$ cat src/rtl/otp_pkg.sv
package otp_pkg;
  localparam int CB_LATCH = 6;
  localparam int CB_PEN   = 5;
  localparam int CB_BUSY  = 4;
  localparam int CB_GERR  = 3;
  localparam int SLOTS    = 16;
  localparam int SLOT_W   = 4;

  // cumulative programming: bits may only be set
  function automatic logic [7:0] or_merge(input logic [7:0] old_v,
                                          input logic [7:0] add_v,
                                          input logic       en);
    return en ? (old_v | add_v) : old_v;
  endfunction

  function automatic logic [7:0] ctrl_image(input logic latch,
                                            input logic busy,
                                            input logic gerr);
    logic [7:0] v;
    v = 8'h00;
    v[CB_LATCH] = latch;
    v[CB_PEN]   = busy;
    v[CB_BUSY]  = busy;
    v[CB_GERR]  = gerr;
    return v;
  endfunction
endpackage

$ cat src/rtl/otp_ctrl_reg.sv
module otp_ctrl_reg
  import otp_pkg::*;
#(
  parameter int PULSE_CYCLES = 8
) (
  input  logic       clk,
  input  logic       rst_n,
  input  logic       ctrl_wr,
  input  logic [7:0] wdata,
  input  logic       stop_req,
  output logic       latch_q,
  output logic       busy,
  output logic       commit_start,
  output logic       commit_done,
  output logic       session_end
);
  localparam int CW = $clog2(PULSE_CYCLES + 1);
  localparam logic [CW-1:0] CNT_LOAD = CW'(PULSE_CYCLES - 1);

  logic [CW-1:0] cnt_q;

  assign session_end  = latch_q && (stop_req || (ctrl_wr && !wdata[CB_LATCH]));
  assign commit_start = ctrl_wr && !stop_req && latch_q && !busy &&
                        wdata[CB_LATCH] && wdata[CB_PEN];
  assign commit_done  = busy && (cnt_q == '0) && !session_end;

  always_ff @(posedge clk or negedge rst_n) begin
    if (!rst_n) begin
      latch_q <= 1'b0;
      busy    <= 1'b0;
      cnt_q   <= '0;
    end else if (stop_req || session_end) begin
      latch_q <= 1'b0;
      busy    <= 1'b0;
      cnt_q   <= '0;
    end else if (busy) begin
      if (commit_done) busy <= 1'b0;
      else             cnt_q <= cnt_q - 1'b1;
    end else if (ctrl_wr) begin
      latch_q <= wdata[CB_LATCH];
      if (commit_start) begin
        busy  <= 1'b1;
        cnt_q <= CNT_LOAD;
      end
    end
  end
endmodule

$ cat src/rtl/otp_page_latch.sv
module otp_page_latch
  import otp_pkg::*;
#(
  parameter int ADDR_W = 8
) (
  input  logic                     clk,
  input  logic                     rst_n,
  input  logic                     cap_req,
  input  logic [ADDR_W-1:0]        cap_addr,
  input  logic [7:0]               cap_data,
  input  logic                     clear_slots,
  input  logic                     clear_err,
  output logic [SLOTS-1:0][7:0]    slot_data,
  output logic [SLOTS-1:0]         slot_valid,
  output logic [ADDR_W-SLOT_W-1:0] group_q,
  output logic                     gerr_q,
  output logic                     latch_capture,
  output logic                     group_reject
);
  localparam int GW = ADDR_W - SLOT_W;

  logic          page_open;
  logic [GW-1:0] req_group;
  logic [SLOT_W-1:0] req_slot;

  assign req_group     = cap_addr[ADDR_W-1:SLOT_W];
  assign req_slot      = cap_addr[SLOT_W-1:0];
  assign page_open     = (slot_valid == '0) || (req_group == group_q);
  assign latch_capture = cap_req && page_open;
  assign group_reject  = cap_req && !page_open;

  always_ff @(posedge clk or negedge rst_n) begin
    if (!rst_n) begin
      group_q <= '0;
      gerr_q  <= 1'b0;
    end else begin
      if (latch_capture) group_q <= req_group;
      if (clear_err)         gerr_q <= 1'b0;
      else if (group_reject) gerr_q <= 1'b1;
    end
  end

  for (genvar s = 0; s < SLOTS; s++) begin : g_slot
    always_ff @(posedge clk or negedge rst_n) begin
      if (!rst_n) begin
        slot_data[s]  <= 8'h00;
        slot_valid[s] <= 1'b0;
      end else if (clear_slots) begin
        slot_valid[s] <= 1'b0;
      end else if (latch_capture && (req_slot == SLOT_W'(s))) begin
        slot_data[s]  <= cap_data;
        slot_valid[s] <= 1'b1;
      end
    end
  end
endmodule

$ cat src/rtl/otp_cell_array.sv
module otp_cell_array
  import otp_pkg::*;
#(
  parameter int ADDR_W = 8
) (
  input  logic                     clk,
  input  logic                     rst_n,
  input  logic                     commit_done,
  input  logic [ADDR_W-SLOT_W-1:0] group,
  input  logic [SLOTS-1:0][7:0]    slot_data,
  input  logic [SLOTS-1:0]         slot_valid,
  input  logic [ADDR_W-1:0]        rd_addr,
  output logic [7:0]               rd_cell
);
  localparam int DEPTH = 1 << ADDR_W;
  localparam int GW    = ADDR_W - SLOT_W;

  logic [7:0] mem [DEPTH];

  for (genvar a = 0; a < DEPTH; a++) begin : g_cell
    localparam logic [GW-1:0] CELL_GRP = GW'(a >> SLOT_W);
    localparam int            CELL_SLOT = a % SLOTS;
    logic hit;
    assign hit = commit_done && (group == CELL_GRP);
    always_ff @(posedge clk or negedge rst_n) begin
      if (!rst_n)   mem[a] <= 8'h00;
      else if (hit) mem[a] <= or_merge(mem[a], slot_data[CELL_SLOT],
                                       slot_valid[CELL_SLOT]);
    end
  end

  assign rd_cell = mem[rd_addr];
endmodule

$ cat src/rtl/otp_page_prog.sv
module otp_page_prog
  import otp_pkg::*;
#(
  parameter int ADDR_W       = 8,
  parameter int PULSE_CYCLES = 8
) (
  input  logic              clk,
  input  logic              rst_n,
  input  logic [ADDR_W:0]   addr,
  input  logic [7:0]        wdata,
  input  logic              wr_en,
  input  logic              rd_en,
  input  logic              stop_req,
  output logic [7:0]        rdata,
  output logic              prog_busy
);
  localparam int GW = ADDR_W - SLOT_W;

  logic addr_is_array, ctrl_sel, ctrl_wr, cap_req;
  logic latch_q, busy, commit_start, commit_done, session_end;
  logic [SLOTS-1:0][7:0] slot_data;
  logic [SLOTS-1:0]      slot_valid;
  logic [GW-1:0]         group_q;
  logic gerr_q, latch_capture, group_reject;
  logic [7:0] rd_cell, rd_next;

  assign addr_is_array = !addr[ADDR_W];
  assign ctrl_sel      = addr[ADDR_W] && (addr[ADDR_W-1:0] == '0);
  assign ctrl_wr       = wr_en && ctrl_sel;
  assign cap_req       = wr_en && addr_is_array && latch_q && !busy && !stop_req;

  otp_ctrl_reg #(.PULSE_CYCLES(PULSE_CYCLES)) u_ctrl (
    .clk(clk), .rst_n(rst_n), .ctrl_wr(ctrl_wr), .wdata(wdata),
    .stop_req(stop_req), .latch_q(latch_q), .busy(busy),
    .commit_start(commit_start), .commit_done(commit_done),
    .session_end(session_end)
  );

  otp_page_latch #(.ADDR_W(ADDR_W)) u_latch (
    .clk(clk), .rst_n(rst_n), .cap_req(cap_req),
    .cap_addr(addr[ADDR_W-1:0]), .cap_data(wdata),
    .clear_slots(session_end || commit_done), .clear_err(session_end),
    .slot_data(slot_data), .slot_valid(slot_valid), .group_q(group_q),
    .gerr_q(gerr_q), .latch_capture(latch_capture),
    .group_reject(group_reject)
  );

  otp_cell_array #(.ADDR_W(ADDR_W)) u_array (
    .clk(clk), .rst_n(rst_n), .commit_done(commit_done), .group(group_q),
    .slot_data(slot_data), .slot_valid(slot_valid),
    .rd_addr(addr[ADDR_W-1:0]), .rd_cell(rd_cell)
  );

  always_comb begin
    if (addr_is_array) rd_next = latch_q ? 8'h00 : rd_cell;
    else if (ctrl_sel) rd_next = ctrl_image(latch_q, busy, gerr_q);
    else               rd_next = 8'h00;
  end

  always_ff @(posedge clk or negedge rst_n) begin
    if (!rst_n)     rdata <= 8'h00;
    else if (rd_en) rdata <= rd_next;
  end

  assign prog_busy = busy;
endmodule

$ cat config.mk
export PLATFORM = sky130hd
export DESIGN_NAME = otp_page_prog
export DESIGN_NICKNAME = d
export VERILOG_FILES = /design/src/rtl/otp_pkg.sv /design/src/rtl/otp_ctrl_reg.sv /design/src/rtl/otp_page_latch.sv /design/src/rtl/otp_cell_array.sv /design/src/rtl/otp_page_prog.sv
export SDC_FILE = /design/constraint.sdc
export NUM_CORES = 2
export LEC_CHECK = 0
export BUFFER_PORTS_ARGS = -buffer_cell sky130_fd_sc_hd__buf_4
export CAP_MARGIN = 20
export CORE_ASPECT_RATIO = 0.9
export CORE_MARGIN = 2
export CORE_UTILIZATION = 65
export CTS_CLUSTER_SIZE = 10
export DETAILED_ROUTE_END_ITERATION = 7
export PLACE_DENSITY = 0.79
export SYNTH_ARGS = -nofsm -noshare
export SYNTH_HDL_FRONTEND = slang
export SYNTH_HIERARCHICAL = 1
export SYNTH_SLANG_ARGS = --single-unit
$ cat constraint.sdc
create_clock -name clk -period 8.4 [get_ports clk]
set_clock_uncertainty 0.15 [all_clocks]
set_input_delay 0 -clock clk [delete_from_list [all_inputs] [get_ports clk]]
set_output_delay 0 -clock clk [all_outputs]
set_load 0.005 [all_outputs]
==> results.yml <==
global_routing:
  grtUsageTotal_pct: 49.64
  overflow: 0
  grt_first_pass_wirelength_mm: 504.2
  antenna_found_initial: 50
  grt_max_degree: 183
  grt_pass1_vias: 65279
logic_synthesis:
  syn_area_per_cell_um2: 13.80
  syn-cell-area_um2: 93830
  yosys_warnings: 6
  postSynthNetCount: 6823
  synthCells: 6799
detailed_routing:
  post_drt_wl_per_cell_um: 42.53
  drc: 0
  drtPass1Iterations: 6
  route.vias.total: 65427
  drtIter0Drc: 9754
  viasPerCell: 7.711
  wirelength_mm: 360.9
  ant_nets: 0
floorplan:
  boundaryPins: 31
  design.die.area_um2: 147400
  rows: 132
  die_h_um: 364.5
  core_area_um2: 143700
  die_x_um: 404.5
  start_util_pct: 65.30
place:
  place_inst: 8148
  dp_hpwl_mm: 240.2
  placed_area_um2: 95030
  portBuffers: 30
  preCtsSetupSlack_ns: 3.588
  place_congestion: 1.138
clocking:
  cts_buffer_depth: 3
  clock-sinks: 2211
  clk_pin_slew_ns: 0.06
  htree_levels: 4
  cts-root-buf: "clkbuf_16"
  cts_tree: "yes"
  clock_latency_ns: 0.91
  numCtsBuffers: 240
  cts_resized: 0
setup_path:
  startpoint: "addr[4]"
  crit_required_ns: 9.04
  worstPathArrival_ns: 5.94
  path_max_fanout: 18
  reg2reg_from: "u_ctrl/latch_q"
  cp-start-kind: "primary input"
  crit_type: "in2reg"
  endpoint_kind: "register"
timing:
  slew_headroom_pct: 4.894
  fin_ws_ns: 3.102
  worstMarginPinSlew_ns: 1.427
  fin_setup_tns_ns: 0
  fmax_ghz: 0.1887
  post-route-period-util_pct: 63.08
  drv_slew: 0
  finalSetupViolations: 0
  period_needed_ns: 5.298
  finalHoldViolCount: 0
  hold_slack_ns: 0.07624
  rsz0062_at_grt: "false"
power_and_ir_drop:
  internal_power_mw: 15.95
  leakagePower_nw: 64.41
  p_sw_mw: 4.795
  peakVddDrop_v: 0.0002202
  clkPwrFrac_pct: 44.6
  power.share.sequential_pct: 51.5
  power_frac_comb_pct: 4.0
  power.share.switching_pct: 23.12
  power_density_nw_per_um2: 203.0
  power_mw: 20.74
outcome:
  status: "complete, no violations"
cells_and_area:
  final_nets: 6590
  area_growth_pct: 8.904
  drive_above_1_share_pct: 17.02
  stdcell_count: 8485
  n_fill_cell: 9317
  post-route-util_pct: 71.12
  stdcell_area_um2: 102200
hold_path:
  hp-start: "wdata[2]"
  hp-class: "in2reg"
flow_run:
  drv_cap: 0
==> layer usage <==
metal	vias to the layer above	routed length [um]	global-route usage, %	part of all wire [%]
li1	24219	-	-	-
met1	34813	129800	65.80	36
met2	5161	149300	67.32	41
met3	1200	51140	19.75	14
met4	34	30370	34.64	8.4
met5	-	311	0	0.086
==> cell usage in the layout, fill, tap and decap left out, drive strengths merged, types with 37 or more instances in the layout <==
master       count
nor2            51
dfrtp         2211
mux2i          183
clkbuf         252
nor3            41
a21o          2064
a22oi          158
o221ai          42
dlygate4sd3     37
nand2           45
mux4           412
and2           261
a21oi          113
mux2           138
buf            252
o22ai           37
==> repair_timing <==
item                                    CTS  global route
setup buffers                             0             0
endpoints found under the hold margin  1203             0
hold buffers                             38             0
==> path summary, 6_finish.rpt <==
check	end	slack [ns]	cells after the start
min in group asynchronous	u_array/mem[274]	0.34	4
hold / removal	u_latch/slot_data[18]	0.08	3
hold reg to reg	u_array/mem[488]	0.29	1
setup / recovery	u_latch/slot_data[123]	3.10	14
max in group asynchronous	u_array/mem[466]	6.06	5
setup reg to reg	u_latch/slot_data[123]	3.60	9
==> worst max-delay path: stages <==
cell           delay (ns)
dlygate4sd3_1        0.54
buf_4                0.15
dlygate4sd3_1        0.60
nor4_4               0.30
and4_2               0.34
nand3b_1             0.09
dlygate4sd3_1        0.64
nand4b_4             0.13
nor2_1               0.11
or2_2                0.31
clkinv_1             0.55
nand3_2              0.78
a2111oi_4            0.96
mux2_2               0.42
==> registers in the layout (all words and copies together), names as in the netlist <==
register            flops
u_array/mem          2048
u_ctrl/cnt_q            4
u_latch/slot_valid     16
rdata                   8
u_ctrl/busy             1
u_latch/group_q         4
u_latch/slot_data     128
u_ctrl/latch_q          1
u_latch/gerr_q          1
==> area by class of cell <==
type	instances	area [um2]	area share, %
sequential	2211	55330	54.14
timing repair buffer	290	2851	2.790
tap	1876	2347	2.297
clock buffer	251	6098	5.968
antenna	18	45.04	0.04408
clock inverter	16	376.6	0.3685
inverter	11	41.29	0.04041
multi-input combinational	3812	35100	34.35
==> power by group through the flow <==
| stage | Clock [mW] | Sequential (mW) | Combinational (mW) |
|---|---|---|---|
| floorplan | 0 | 10.9 | 0.358 |
| global placement | 0 | 10.9 | 0.781 |
| detailed placement | 0 | 10.9 | 0.788 |
| CTS | 9.27 | 10.7 | 0.804 |
| global route | 9.72 | 10.7 | 0.862 |
| finish | 9.25 | 10.7 | 0.823 |
(Power assumes the default switching activity.)
